===== config.mk =====
export PLATFORM = sky130hd
export DESIGN_NAME = rxr_ring_mgr
export DESIGN_NICKNAME = d
export VERILOG_FILES = /design/src/rtl/rxr_pkg.sv /design/src/rtl/rxr_page_step.sv /design/src/rtl/rxr_filter.sv /design/src/rtl/rxr_hdr_mux.sv /design/src/rtl/rxr_ring_mgr.sv
export SDC_FILE = /design/constraint.sdc
export NUM_CORES = 1
export LEC_CHECK = 0
export BUFFER_PORTS_ARGS = -buffer_cell sky130_fd_sc_hd__buf_2
export CORE_MARGIN = 2
export CORE_UTILIZATION = 49
export CTS_CLUSTER_DIAMETER = 40
export CTS_CLUSTER_SIZE = 10
export DETAILED_ROUTE_END_ITERATION = 6
export GPL_TIMING_DRIVEN = 0
export PLACE_DENSITY = 0.82
export RECOVER_POWER = 50
export SKIP_CTS_REPAIR_TIMING = 1
export SYNTH_ARGS = -nofsm -noshare
export SYNTH_HDL_FRONTEND = slang
export SYNTH_HIERARCHICAL = 1
export SYNTH_SLANG_ARGS = --single-unit

===== constraint.sdc =====
create_clock -name clk -period 5.25 [get_ports clk]
set_clock_uncertainty 0.1 [all_clocks]
set_input_delay 0 -clock clk [delete_from_list [all_inputs] [get_ports clk]]
set_output_delay 0 -clock clk [all_outputs]
set_load 0.02 [all_outputs]

===== src/rtl/rxr_pkg.sv =====
package rxr_pkg;
    typedef enum logic [1:0] {
        ST_IDLE = 2'd0,
        ST_RECV = 2'd1,
        ST_DROP = 2'd2,
        ST_HDR  = 2'd3
    } rxr_state_e;

    // status byte bit positions (read by host from the header)
    localparam int SB_INTACT = 0;
    localparam int SB_CRC    = 1;
    localparam int SB_ALIGN  = 2;
    localparam int SB_MISS   = 4;
    localparam int SB_GROUP  = 5;
    localparam int SB_MON    = 6;

    localparam int HDR_BYTES = 4;
endpackage


===== src/rtl/rxr_page_step.sv =====
module rxr_page_step #(
    parameter int PG_W = 8
) (
    input  logic [PG_W-1:0] pg,
    input  logic [PG_W-1:0] pg_first,
    input  logic [PG_W-1:0] pg_limit,
    output logic [PG_W-1:0] pg_next
);
    logic [PG_W-1:0] inc;
    always_comb begin
        inc     = pg + PG_W'(1);
        pg_next = (inc == pg_limit) ? pg_first : inc;
    end
endmodule


===== src/rtl/rxr_filter.sv =====
module rxr_filter #(
    parameter int LEN_W   = 16,
    parameter int MIN_LEN = 64
) (
    input  logic [LEN_W-1:0] len,
    input  logic             crc_err,
    input  logic             align_err,
    input  logic             group,
    input  logic             keep_runt,
    input  logic             keep_bad,
    output logic             keep,
    output logic [7:0]       status
);
    import rxr_pkg::*;
    logic runt, bad;
    always_comb begin
        runt   = (len < LEN_W'(MIN_LEN));
        bad    = crc_err | align_err;
        keep   = (!runt || keep_runt) && (!bad || keep_bad);
        status = '0;
        status[SB_INTACT] = !bad;
        status[SB_CRC]    = bad;
        status[SB_ALIGN]  = align_err;
        status[SB_GROUP]  = group;
    end
endmodule


===== src/rtl/rxr_hdr_mux.sv =====
module rxr_hdr_mux #(
    parameter int PG_W  = 8,
    parameter int LEN_W = 16
) (
    input  logic [1:0]       idx,
    input  logic [7:0]       status,
    input  logic [PG_W-1:0]  next_pg,
    input  logic [LEN_W-1:0] count,
    output logic [7:0]       hbyte
);
    logic [15:0] c16;
    always_comb begin
        c16 = 16'(count);
        unique case (idx)
            2'd0: hbyte = status;
            2'd1: hbyte = 8'(next_pg);
            2'd2: hbyte = c16[7:0];
            default: hbyte = c16[15:8];
        endcase
    end
endmodule


===== src/rtl/rxr_ring_mgr.sv =====
module rxr_ring_mgr #(
    parameter int PG_W    = 8,
    parameter int OFS_W   = 8,
    parameter int LEN_W   = 16,
    parameter int MIN_LEN = 64
) (
    input  logic                  clk,
    input  logic                  rst_n,
    input  logic [PG_W-1:0]       cfg_pg_first,
    input  logic [PG_W-1:0]       cfg_pg_limit,
    input  logic [PG_W-1:0]       cfg_bnd,
    input  logic                  cfg_keep_runt,
    input  logic                  cfg_keep_bad,
    input  logic                  cfg_monitor,
    input  logic                  cur_wr,
    input  logic [PG_W-1:0]       cur_wdata,
    input  logic                  rx_sof,
    input  logic                  rx_valid,
    input  logic [7:0]            rx_data,
    input  logic                  rx_eof,
    input  logic                  rx_crc_err,
    input  logic                  rx_align_err,
    input  logic                  rx_group,
    output logic                  mem_we,
    output logic [PG_W+OFS_W-1:0] mem_addr,
    output logic [7:0]            mem_wdata,
    output logic [PG_W-1:0]       cur_page,
    output logic [7:0]            last_status,
    output logic                  frame_stored,
    output logic                  frame_dropped,
    output logic                  frame_missed,
    output logic                  ring_overwrite
);
    import rxr_pkg::*;

    localparam int AW = PG_W + OFS_W;
    localparam logic [OFS_W-1:0] HDR_OFS  = OFS_W'(HDR_BYTES);
    localparam logic [OFS_W-1:0] OFS_LAST = '1;
    localparam logic [7:0] MISS_BIT = 8'(1 << SB_MISS);
    localparam logic [7:0] MON_BIT  = 8'(1 << SB_MON);

    typedef struct packed {
        rxr_state_e       st;
        logic [PG_W-1:0]  cur;
        logic [AW-1:0]    wptr;
        logic [LEN_W-1:0] len;
        logic [1:0]       hidx;
        logic [7:0]       stat;
        logic [PG_W-1:0]  nxt;
        logic [7:0]       last;
        logic             we;
        logic [AW-1:0]    addr;
        logic [7:0]       wdata;
        logic             ok;
        logic             drop;
        logic             miss;
        logic             ovw;
    } rxr_regs_t;

    rxr_regs_t q, d;

    logic [PG_W-1:0]  wpg, wpg_step, end_nxt;
    logic [OFS_W-1:0] wofs;
    logic             f_keep;
    logic [7:0]       f_stat;
    logic [7:0]       hbyte;
    logic [LEN_W-1:0] hcount;

    assign wpg    = q.wptr[AW-1:OFS_W];
    assign wofs   = q.wptr[OFS_W-1:0];
    assign hcount = q.len + LEN_W'(HDR_BYTES);

    rxr_page_step #(.PG_W(PG_W)) u_step (
        .pg(wpg), .pg_first(cfg_pg_first), .pg_limit(cfg_pg_limit), .pg_next(wpg_step)
    );

    rxr_filter #(.LEN_W(LEN_W), .MIN_LEN(MIN_LEN)) u_filt (
        .len(q.len), .crc_err(rx_crc_err), .align_err(rx_align_err), .group(rx_group),
        .keep_runt(cfg_keep_runt), .keep_bad(cfg_keep_bad), .keep(f_keep), .status(f_stat)
    );

    rxr_hdr_mux #(.PG_W(PG_W), .LEN_W(LEN_W)) u_hdr (
        .idx(q.hidx), .status(q.stat), .next_pg(q.nxt), .count(hcount), .hbyte(hbyte)
    );

    // next frame page: page of last byte rounded up (wptr already advanced)
    assign end_nxt = (wofs == '0) ? wpg : wpg_step;

    always_comb begin
        d      = q;
        d.we   = 1'b0;
        d.ok   = 1'b0;
        d.drop = 1'b0;
        d.miss = 1'b0;
        d.ovw  = 1'b0;
        unique case (q.st)
            ST_IDLE: begin
                if (rx_sof) begin
                    d.wptr = {q.cur, HDR_OFS};
                    d.len  = '0;
                    if (cfg_monitor) begin
                        d.st   = ST_DROP;
                        d.stat = MON_BIT | MISS_BIT;
                    end else begin
                        d.st = ST_RECV;
                    end
                end else if (cur_wr) begin
                    d.cur = cur_wdata;
                end
            end
            ST_RECV: begin
                if (rx_eof) begin
                    if (!f_keep) begin
                        d.drop = 1'b1;
                        d.last = f_stat;
                        d.st   = ST_IDLE;
                    end else if (end_nxt == cfg_bnd) begin
                        d.ovw  = 1'b1;
                        d.miss = 1'b1;
                        d.last = f_stat | MISS_BIT;
                        d.st   = ST_IDLE;
                    end else begin
                        d.stat = f_stat;
                        d.nxt  = end_nxt;
                        d.hidx = '0;
                        d.st   = ST_HDR;
                    end
                end else if (rx_valid) begin
                    if (wofs == '0 && wpg == cfg_bnd) begin
                        d.ovw  = 1'b1;
                        d.stat = MISS_BIT;
                        d.st   = ST_DROP;
                    end else begin
                        d.we    = 1'b1;
                        d.addr  = q.wptr;
                        d.wdata = rx_data;
                        d.wptr  = {(wofs == OFS_LAST) ? wpg_step : wpg, wofs + OFS_W'(1)};
                        d.len   = q.len + LEN_W'(1);
                    end
                end
            end
            ST_DROP: begin
                if (rx_eof) begin
                    d.miss = 1'b1;
                    d.last = q.stat;
                    d.st   = ST_IDLE;
                end
            end
            ST_HDR: begin
                d.we    = 1'b1;
                d.addr  = {q.cur, OFS_W'(q.hidx)};
                d.wdata = hbyte;
                d.hidx  = q.hidx + 2'd1;
                if (q.hidx == 2'(HDR_BYTES - 1)) begin
                    d.cur  = q.nxt;
                    d.ok   = 1'b1;
                    d.last = q.stat;
                    d.st   = ST_IDLE;
                end
            end
            default: d.st = ST_IDLE;
        endcase
    end

    always_ff @(posedge clk or negedge rst_n) begin
        if (!rst_n) begin
            q    <= '0;
            q.st <= ST_IDLE;
        end else begin
            q <= d;
        end
    end

    assign mem_we         = q.we;
    assign mem_addr       = q.addr;
    assign mem_wdata      = q.wdata;
    assign cur_page       = q.cur;
    assign last_status    = q.last;
    assign frame_stored   = q.ok;
    assign frame_dropped  = q.drop;
    assign frame_missed   = q.miss;
    assign ring_overwrite = q.ovw;


    ring_bounds_chk: assert property (@(posedge clk) disable iff (!rst_n)
        mem_we |-> (mem_addr[AW-1:OFS_W] >= cfg_pg_first && mem_addr[AW-1:OFS_W] < cfg_pg_limit));


    outcome_excl_chk: assert property (@(posedge clk) disable iff (!rst_n)
        $onehot0({frame_stored, frame_dropped, frame_missed}));


    cur_move_chk: assert property (@(posedge clk) disable iff (!rst_n)
        !$stable(cur_page) |-> (frame_stored || $past(cur_wr)));


    ovw_nowrite_chk: assert property (@(posedge clk) disable iff (!rst_n)
        ring_overwrite |-> !mem_we);


    drop_nowrite_chk: assert property (@(posedge clk) disable iff (!rst_n)
        (q.st == ST_DROP) |-> !mem_we);
endmodule


======== Yosys cells after proc, flatten, opt, wreduce, memory -nomap -nowiden ========
Index checks and enable logic that the tools add are counted.
cells by class
  multiplexer cells ....................... 55
  reductions and logical operators ........ 22
  multiply operators ...................... 0
  equal/unequal tests ..................... 28
  bitwise logic cells ..................... 2
  $add $sub $neg .......................... 5
  shift operators ......................... 0
  magnitude comparators ................... 1
  div/mod/pow operators ................... 0
operator list
  operator                                             number
  2-to-1 mux 32 bit                                    4
  2-to-1 mux 8 bit                                     15
  2-to-1 mux 25 bit                                    3
  case mux 32 bit (2 select lines)                     1
  case mux 25 bit (2 select lines)                     1
  case mux 8 bit (3 select lines)                      2
  2-to-1 mux 18 bit                                    2
  case mux 8 bit (2 select lines)                      2
  != test 2 bit, second input constant                 13
  equality test 8 bit                                  3
  2-to-1 mux 2 bit                                     12
  adder 16 x 1 -> 16 bit, second input constant        1
  adder 16 x 3 -> 16 bit, second input constant        1
  adder 8 x 1 -> 8 bit, second input constant          2
  < comparator 16 x 7 -> 1 bit, second input constant  1
  AND reduction 4 bit                                  4
  != test 3 bit, second input constant                 5
  AND reduction 5 bit                                  3
  2-to-1 mux 10 bit                                    1
  2-to-1 mux 1 bit                                     9
  equality test 2 bit, second input constant           4
  equality test 8 bit, second input constant           1
  zero test 8 bit                                      1
  case mux 2 bit (4 select lines)                      1
  other kinds (14)                                     21
storage, ports and cells
  memories ................................ 0
  ROM bits ................................ 0
  bits in latches ......................... 0
  output and inout port bits .............. 45
  input port bits ......................... 52
  RAM bits ................................ 0
  logic and storage cells ................. 129
  bits in registers ....................... 97

======== Logic depth before layout (Yosys ltp) ========
Gate-level depths: netlist (run 1).
  depth after elaboration ................. 9
  gate-level depth with buffers ........... 14
  gate-level depth less buffers ........... 13

======== Hierarchy ========
The synthesis (run 1) kept the hierarchy.
by module, submodules not included
  module         area each (µm²)  sequential area each (µm²)  cells an instance  instances
  rxr_ring_mgr   5,626.6          2,427.3                     571                1
  rxr_page_step  392.9            0.0                         45                 1
  rxr_hdr_mux    196.4            0.0                         10                 1
  rxr_filter     98.8             0.0                         15                 1

======== Worst setup path after synthesis (run 1) ========
No wires, ideal clock.
  kind .................................... reg2reg
  start ................................... register q[79] (netlist bit)
  end ..................................... register q, in the netlist last_status[0]
  buffers on the path ..................... 0
  stages on the path, launching flop included .. 14
  setup slack ............................. 1.375 ns
  arrival time ............................ 3.651 ns
  required time ........................... 5.025 ns
  period minus slack after synthesis ...... 3.875 ns
  setup time .............................. 0.125 ns
  cell sequence ........................... dfrtp_1 > ha_1 > xnor2_1 > xor2_1 > nand4_2 > nor4_4 > mux2_2 > inv_1 > a222oi_1 > and3_1 > o221ai_2 > o31ai_4 > o21ai_2 > mux2_2
between the ends
  cells in the longest elaborated chain, start to end .. 7
RTL lines
  element                                 line                 RTL
  start, declared                         rxr_ring_mgr.sv:60   rxr_regs_t q, d;
  adder 8 x 1 -> 8 bit *                  rxr_page_step.sv:11  inc = pg + PG_W'(1);
  equality test 8 bit                     rxr_page_step.sv:12  pg_next = (inc == pg_limit) ? pg_first : inc;
  2-to-1 mux 8 bit *                      rxr_page_step.sv:12
  net wpg_step[1]                         rxr_ring_mgr.sv:62   logic [PG_W-1:0] wpg, wpg_step, end_nxt;
  2-to-1 mux 8 bit *                      rxr_ring_mgr.sv:87   assign end_nxt = (wofs == '0) ? wpg : wpg_step;
  equality test 8 bit *                   rxr_ring_mgr.sv:117  end else if (end_nxt == cfg_bnd) begin
  != test 3 bit (no source line) *        -
  AND reduction 5 bit (no source line) *  -
Mark *: on every way through the listed nets, which the timed path passes. The rest lies on a longest branch.
A chain may end at the register's enable or synchronous reset.

======== Worst setup path in the final report (run 1) ========
  start ................................... register q[79] (netlist bit)
  end ..................................... register q, in the netlist last_status[3]
Same word-level chain as after synthesis.

==> results_dict.tcl, run 1 <==
set metrics [dict create \
    synth-seq-cells 97 \
    cp_num_buf_inv 1 \
    r2r_setup_slack_ns 0.70 \
    powerDensity_nw_per_um2 516 \
    cp.required_ns 5.37 \
    ys_async_sr_fraction_pct 100 \
    cts_root_buf "clkbuf_16" \
    outcome "complete, but fails checks" \
    antenna_found_initial 0 \
    power_leakage_nw 3.49 \
    syn_to_final_growth_pct 18.2 \
    postRouteAntennaNets 0 \
    synth.most_common_cell "dfrtp_1" \
    clock_path_buffers 2 \
    start_util_pct 50.0 \
    die_y_um 118 \
    finalCriticalPeriod_ns 4.55 \
    tns_ns 0 \
    fin_hold_ws_ns -0.0745 \
    grt_pass1_vias 4960 \
    rsz0062_at_grt "false" \
    pin_count 97 \
    placed_cell_area_um2 7040 \
    core_um2 12600 \
    portBuffers 94 \
    hp-class "in2reg" \
    multi_input_area_um2 3310 \
    drive_above_1_share_pct 25.1 \
    cp_max_fo 10 \
    ys_types 70 \
    tightest_slew_ns 1.81 \
    seq_area_um2 2430 \
    path_clk_slew_ns 0.07 \
    synthCells 641 \
    track_usage_pct 23.6 \
    synth.avg_cell_area_um2 9.85 \
    gp_congestion 0.931 \
    drt_wl_total_um 16500 \
    dpl.hpwl_um 12200 \
    cpMaxStageDelayCell "nor4_4" \
    insertion_delay_ns 0.34 \
    grt_pass1_wl_um 25900 \
    cp_top_family "simple AND/OR/NAND/NOR gates" \
    yosys_most_used_dff "dfrtp_1" \
    yosys-top-cells-count "97 x dfrtp_1, 57 x nor2_1, 49 x mux2i_1, 48 x buf_4, 48 x nand2_1" \
    drv_cap 1 \
    worstPathCellList "ha_1 -> xor2_1 -> nor2_1 -> nand4_2 -> nor4_4 -> mux2_2 -> inv_1 -> a222oi_1 -> and3_1 -> o221ai_2 -> o31ai_4 -> o21ai_2 -> mux2_2" \
    wire_per_inst_um 17.4 \
    worst_path_most_repeated_cell "mux2_2" \
    synth.largest_area_cell "dfrtp_1" \
    combPwrFrac_pct 52.4 \
    power_w 0.00385 \
    max_freq_ghz 0.220 \
    power_frac_seq_pct 32.1 \
    cp_slowest_stage_delay_ns 0.59 \
    synth_area_leaders "dfrtp_1 38%, mux2i_1 7.8%, buf_4 5.7%" \
    maxSlewHeadroom_pct -20.6 \
    synth_edf_count 0 \
    ir_worst_vdd_mv 0.253 \
    grt_overflow 0 \
    synth_top_area_share_pct 38.4 \
    fillers 1088 \
    cts_tree "built" \
    post-route-period-util_pct 86.7 \
    vias 5328 \
    rows 41 \
    setup_viol 0 \
    drcViolationCount 0 \
    netlist_area_um2 6310 \
    htreeDepth 3 \
    worstSetupStartpointType "flop" \
    clockPowerShare_pct 15.5 \
    end_kind "flop" \
    p_sw_w 0.00168 \
    drv_slew 33 \
    synth_warnings 6 \
    violations "negative hold slack, max-capacitance violations, max-slew violations" \
    diodes 0 \
    grt_max_degree 66 \
    fp.dieW_um 118 \
    finalNetCount 831 \
    cp_data_arrival_time_ns 4.68 \
    via_per_inst 5.63 \
    cts.sinks 97 \
    die_area_um2 13800 \
    p_int_w 0.00218 \
    final_cell_area_um2 7470 \
    ys_seq_area_share_pct 38.4 \
    hold_viol 3 \
    drtIter0Drc 504 \
    path_class "reg2reg" \
    first_pass_iters 5 \
    p_sw_share_pct 43.6 \
    cts_buffers 9 \
]
==> cell type report <==
| type | count | area share (%) |
|---|---|---|
| sequential | 97 | 32.5 |
| clock buffer | 11 | 3.12 |
| tap | 172 | 2.88 |
| inverter | 29 | 1.46 |
| buffer | 76 | 6.47 |
| clock inverter | 5 | 0.436 |
| timing repair buffer | 114 | 8.83 |
| multi-input combinational | 442 | 44.3 |
==> worst paths after layout <==
kind                                            start                         end  cells after the start
max                                 q[79]$_DFFE_PN0P_  last_status[3]$_DFFE_PN0P_                     13
min                                        rx_data[4]    mem_wdata[4]$_DFFE_PN0P_                      4
max reg2reg                         q[79]$_DFFE_PN0P_  last_status[3]$_DFFE_PN0P_                     13
min reg2reg                last_status[6]$_DFFE_PN0P_  last_status[6]$_DFFE_PN0P_                      1
max in group asynchronous                       rst_n           q[84]$_DFFE_PN0P_                      3
min in group asynchronous                       rst_n    mem_wdata[2]$_DFFE_PN0P_                      2
==> metrics by stage <==
| stage | setup WS (ns) | std cells | utilization [%] |
|---|---|---|---|
| final | 0.697 | 946 | 59.2 |
| after global routing | 0.407 | 946 | 59.2 |
| after CTS | 0.753 | 927 | 57.9 |
| after detailed placement | 0.775 | 911 | 55.8 |
| after global placement | 0.825 | 910 | 55.6 |
| after floorplan | 1.37 | 644 | - |
==> cells by family (layout without fill, tap and decap cells) <==
kind of cell	count (synthesis)	after routing	share of synthesized area, %
simple gates	179	179	14.0
other cells	1	4	0.0594
buf+inv	105	235	9.37
mux	82	82	15.1
fa+ha+maj	10	10	1.98
flops	97	97	38.4
xor+xnor	43	43	6.18
compound gates	124	124	14.9
==> registers in the layout, summed over array words and instances (netlist names) <==
signal,flops
frame_stored,1
q,52
frame_dropped,1
mem_we,1
frame_missed,1
mem_addr,16
ring_overwrite,1
cur_page,8
mem_wdata,8
last_status,8
==> power by group through the flow <==
stage | Clock, W | Sequential, W | Combinational, W
after CTS | 0.000607 | 0.00123 | 0.00201
after detailed placement | 0 | 0.00124 | 0.00200
after global routing | 0.000632 | 0.00126 | 0.00219
after floorplan | 0 | 0.00115 | 0.00155
after global placement | 0 | 0.00123 | 0.00194
final | 0.000599 | 0.00124 | 0.00202
==> cell usage in the layout, fill, tap and decap left out, types with 19 or more instances in the layout <==
cell,n
mux2i_1,49
inv_1,29
mux2_2,25
o21ai_0,25
buf_2,78
dfrtp_1,97
nand3_1,20
nand2_1,48
dlygate4sd3_1,19
clkbuf_1,41
a221o_1,19
a21oi_1,26
xnor2_1,29
nor2_1,57
buf_4,48
==> per-layer routing <==
layer  wire, µm  vias to the layer above  part of all wire, %  track usage, %
met4        398                        0                  2.4            8.43
li1           -                     2519                    -               -
met3       1230                       35                  7.5            4.36
met2       7660                      244                   47            37.3
met1       7170                     2530                   44            32.6
met5          0                        -                    0               0
==> worst reg2reg max path, delay by kind of cell, from the launching register on <==
family,cells,cell delay (ns)
compound gates,4,1.09
xor+xnor,1,0.17
fa+ha+maj,1,0.40
buf+inv,1,0.08
flops,1,0.53
mux,2,0.85
simple gates,4,1.21
(Power assumes the default switching activity.)
==> run 2: changes to the inputs <==
Settings changed: RECOVER_POWER 50 to 100.
==> run 2 against run 1 <==
Compared with the run above:
- the flow still finishes with violations (negative hold slack, max-capacitance violations, max-slew violations)
- cell count unchanged
- non-clock buffer count unchanged
- die area unchanged
- sequential share of layout area up 0.34 points
- first-iteration DRC count down 7.5%
- via count up 0.45%
- combinational power about the same
- hold slack worse by 0.0012 ns
- utilization down 0.60 points
- register-to-register slack worse by 0.18 ns
- critical path depth down 4
- sequential power about the same
- largest cell class unchanged
- largest power group unchanged
==> results_dict.tcl, run 2 (synthesized netlist as in run 1, its figures left out) <==
set metrics [dict create \
    antenna_found_initial 0 \
    fp.dieW_um 118 \
    die_y_um 118 \
    p_sw_share_pct 43.7 \
    hold_path_depth 4 \
    tightest_slew_ns 2.35 \
    reg2reg_from "q[71]$_DFFE_PN0P_" \
    start_util_pct 50.0 \
    portBuffers 94 \
    track_usage_pct 23.6 \
    drive_above_1_share_pct 20.8 \
    power_frac_seq_pct 32.3 \
    drv_cap 2 \
    finalCriticalPeriod_ns 4.73 \
    vias 5352 \
    cts_tree "built" \
    min_to "mem_wdata[4]$_DFFE_PN0P_" \
    cp.required_ns 5.38 \
    clock_path_buffers 2 \
    drv_slew 42 \
    core_um2 12600 \
    cp_max_fo 10 \
    post-route-period-util_pct 90.1 \
    cp_data_arrival_time_ns 4.86 \
    grt_pass1_vias 4960 \
    grt_overflow 0 \
    setup_viol 0 \
    rows 41 \
    final_common_cell "dfrtp_1" \
    die_area_um2 13800 \
    maxSlewHeadroom_pct -58.9 \
    violations "negative hold slack, max-capacitance violations, max-slew violations" \
    end_kind "flop" \
    largest_register_ffs 52 \
    postRouteAntennaNets 0 \
    rsz0062_at_grt "false" \
    min-delay-start "rx_data[4]" \
    tns_ns 0 \
    cts_buffers 9 \
    dp_cells 911 \
    hp-class "in2reg" \
    r2r-end "q[81]$_DFFE_PN0P_" \
    drt_wl_total_um 16400 \
    clockPowerShare_pct 15.6 \
    drcViolationCount 0 \
    diodes 0 \
    power_leakage_nw 3.37 \
    drtIter0Drc 466 \
    cts_root_buf "clkbuf_16" \
    grt_max_degree 66 \
    regMostFlops "q" \
    powerDensity_nw_per_um2 518 \
    ir_worst_vdd_mv 0.253 \
    layout_common_cells "97 x dfrtp_1, 69 x clkbuf_1, 57 x nor2_1" \
    r2r_setup_slack_ns 0.52 \
    p_sw_w 0.00167 \
    p_int_w 0.00215 \
    htreeDepth 3 \
    gp_congestion 0.931 \
    fin_cells 946 \
    finalNetCount 831 \
    wire_per_inst_um 17.4 \
    path_clk_slew_ns 0.07 \
    cts.sinks 97 \
    path_class "reg2reg" \
    syn_to_final_growth_pct 17.0 \
    hold_viol 3 \
    insertion_delay_ns 0.34 \
    dpl.hpwl_um 12200 \
    worstSetupStartpointType "flop" \
    grt_pass1_wl_um 25900 \
    max_freq_ghz 0.211 \
    rr_worst_depth 9 \
    fin_hold_ws_ns -0.0758 \
    pin_count 97 \
    first_pass_iters 5 \
    outcome "complete, but fails checks" \
    combPwrFrac_pct 52.1 \
    via_per_inst 5.66 \
]
-- run 2: layer usage --
metal | GRT usage, % | share of wire [%]
met4 | 8.43 | 2.8
met5 | 0 | 0
met1 | 32.6 | 44
met2 | 37.3 | 46
met3 | 4.36 | 7.2
-- run 2: power groups by stage --
stage	registers [W]	logic (W)	clock network [W]
after floorplan	0.00115	0.00155	0
after global placement	0.00123	0.00194	0
after detailed placement	0.00124	0.00200	0
after CTS	0.00123	0.00201	0.000607
after global routing	0.00126	0.00216	0.000632
final	0.00124	0.00199	0.000597
-- run 2: area by class of cell --
type	count	area (µm²)
well taps	172	215
clock inverters	5	32.5
clock buffers	11	233
multi-input cells	442	3270
flip-flops and latches	97	2430
inverters	29	109
repair buffers	114	633
fillers	1102	5230
plain buffers	76	474
-- run 2: critical path, stage by stage (launching register included) --
cell	delay (ns)
dfrtp_1	0.49
inv_1	0.07
ha_1	0.20
nand3_1	0.34
nor3_1	0.22
a211o_1	0.30
clkbuf_1	0.25
a21o_1	0.27
o41ai_1	1.91
mux2_2	0.46
-- run 2: per-stage QoR --
| stage | utilization [%] | worst slack [ns] | instance area [µm²] | total power [W] |
|---|---|---|---|---|
| 2_1_floorplan | - | 1.37 | 6330 | 0.00269 |
| 3_3_place_gp | 55.6 | 0.825 | 7010 | 0.00318 |
| 3_5_place_dp | 55.8 | 0.775 | 7040 | 0.00324 |
| 4_1_cts | 57.9 | 0.753 | 7310 | 0.00384 |
| 5_1_grt | 58.6 | 0.303 | 7390 | 0.00406 |
| 6_report | 58.6 | 0.519 | 7390 | 0.00382 |
-- run 2: worst max-delay path by stage --
stage	start	to	slack, ns	cells past startpoint
3_5_place_dp	q[79]$_DFFE_PN0P_	last_status[3]$_DFFE_PN0P_	0.78	13
5_1_grt	q[71]$_DFFE_PN0P_	q[81]$_DFFE_PN0P_	0.30	9
2_1_floorplan	q[79]$_DFFE_PN0P_	last_status[0]$_DFFE_PN0P_	1.37	13
6_report	q[71]$_DFFE_PN0P_	q[81]$_DFFE_PN0P_	0.52	9
4_1_cts	q[79]$_DFFE_PN0P_	last_status[3]$_DFFE_PN0P_	0.75	13
3_3_place_gp	q[79]$_DFFE_PN0P_	q[47]$_DFFE_PN0P_	0.83	13
==> run 3: changes to the inputs <==
Settings changed: HOLD_SLACK_MARGIN set to 0.02.
==> run 3 against run 2 <==
Compared with the run above:
- the flow finishes with violations (max-capacitance violations, max-slew violations)
- die area is the same
- critical path type unchanged
- largest power group unchanged
- via count is 0.64% higher
- clock power hardly changed
- critical path depth unchanged
==> results_dict.tcl, run 3 (synthesized netlist as in run 1, its figures left out) <==
set metrics [dict create \
    end_kind "flop" \
    fillers 1099 \
    largest_register_ffs 52 \
    vias 5386 \
    cts.sinks 97 \
    cts_root_buf "clkbuf_16" \
    grt_pass1_vias 4960 \
    cp_max_fo 10 \
    grt_overflow 0 \
    wire_per_inst_um 17.5 \
    combPwrFrac_pct 52.1 \
    layout_common_cells "97 x dfrtp_1, 69 x clkbuf_1, 57 x nor2_1" \
    cp_data_arrival_time_ns 4.80 \
    finalCriticalPeriod_ns 4.68 \
    drtIter0Drc 529 \
    syn_to_final_growth_pct 17.7 \
    tns_ns 0 \
    rsz0062_at_grt "false" \
    cts_tree "built" \
    postRouteAntennaNets 0 \
    reg2reg_from "q[71]$_DFFE_PN0P_" \
    finalNetCount 835 \
    drive_above_1_share_pct 20.7 \
    antenna_found_initial 0 \
    diodes 0 \
    ir_worst_vdd_mv 0.251 \
    clock_path_buffers 2 \
    maxSlewHeadroom_pct -55.8 \
    final_common_cell "dfrtp_1" \
    outcome "complete, but fails checks" \
    path_class "reg2reg" \
    p_sw_share_pct 43.8 \
    clockPowerShare_pct 15.6 \
    tightest_slew_ns 2.31 \
    worstSetupStartpointType "flop" \
    cts_buffers 9 \
    dp_cells 911 \
    p_int_w 0.00215 \
    die_area_um2 13800 \
    die_y_um 118 \
    gp_congestion 0.931 \
    drv_cap 2 \
    p_sw_w 0.00168 \
    drcViolationCount 0 \
    track_usage_pct 23.6 \
    insertion_delay_ns 0.34 \
    power_leakage_nw 3.39 \
    path_clk_slew_ns 0.07 \
    core_um2 12600 \
    start_util_pct 50.0 \
    max_freq_ghz 0.214 \
    post-route-period-util_pct 89.1 \
    pin_count 97 \
    first_pass_iters 5 \
    htreeDepth 3 \
    fp.dieW_um 118 \
    dpl.hpwl_um 12200 \
    power_frac_seq_pct 32.3 \
    portBuffers 94 \
    fin_hold_ws_ns 0.0244 \
    hold_viol 0 \
    powerDensity_nw_per_um2 516 \
    grt_max_degree 66 \
    cp-startpoint "q[71]$_DFFE_PN0P_" \
    via_per_inst 5.67 \
    min-delay-start "cfg_pg_limit[7]" \
    fin_cells 950 \
    grt_pass1_wl_um 25900 \
    final_core_util_pct 58.9 \
    regMostFlops "q" \
    drt_wl_total_um 16600 \
    hp-class "in2reg" \
    cp.required_ns 5.38 \
    setup_viol 0 \
    violations "max-capacitance violations, max-slew violations" \
    drv_slew 42 \
    rows 41 \
]
[run 3: cell types whose count changed in the layout (fill, tap and decap cells not counted)]
cell           change
dlygate4sd3_1      +4
[run 3: critical path, cell delays in order (launching register included)]
cell and delay [ns]:
dfrtp_1 0.47, inv_1 0.07, ha_1 0.20, nand3_1 0.35
nor3_1 0.23, a211o_1 0.29, clkbuf_1 0.25, a21o_1 0.27
o41ai_1 1.87, mux2_2 0.45
[run 3: through the flow]
step	worst slack (ns)	area (µm²)	total power, W
after global routing	0.247	7430	0.00406
after CTS	0.753	7310	0.00384
final	0.575	7430	0.00383
after floorplan	1.37	6330	0.00269
after global placement	0.825	7010	0.00318
after detailed placement	0.775	7040	0.00324
[run 3: metal layers]
layer | global-route usage, % | wire length [µm] | up-vias
li1 | - | - | 2539
met2 | 37.3 | 7730 | 247
met4 | 8.43 | 435 | 0
met3 | 4.36 | 1250 | 42
met1 | 32.6 | 7220 | 2558
met5 | 0 | 0 | -
[run 3: worst paths after layout]
kind | cells past startpoint | slack [ns] | to
setup / recovery | 9 | 0.57 | q[81]$_DFFE_PN0P_
hold / removal | 4 | 0.02 | q[44]$_DFFE_PN0P_
setup reg to reg | 9 | 0.57 | q[81]$_DFFE_PN0P_
hold reg to reg | 1 | 0.41 | last_status[6]$_DFFE_PN0P_
max in group asynchronous | 3 | 3.41 | q[96]$_DFFE_PN0P_
min in group asynchronous | 2 | 0.59 | mem_wdata[2]$_DFFE_PN0P_
[run 3: cell type report]
| type | instances | area, µm² | share of cell area (%) |
|---|---|---|---|
| Buffer | 76 | 474 | 6.38 |
| Clock buffer | 11 | 233 | 3.13 |
| Clock inverter | 5 | 32.5 | 0.438 |
| Inverter | 29 | 109 | 1.47 |
| Multi-Input combinational cell | 442 | 3270 | 44.0 |
| Sequential cell | 97 | 2430 | 32.7 |
| Tap cell | 172 | 215 | 2.90 |
| Timing Repair Buffer | 118 | 673 | 9.06 |
[run 3: power by group through the flow]
stage	clock network, W	registers (W)	logic [W]
after floorplan	0	0.00115	0.00155
after global placement	0	0.00123	0.00194
after detailed placement	0	0.00124	0.00200
after CTS	0.000607	0.00123	0.00201
after global routing	0.000632	0.00126	0.00216
final	0.000598	0.00124	0.00200
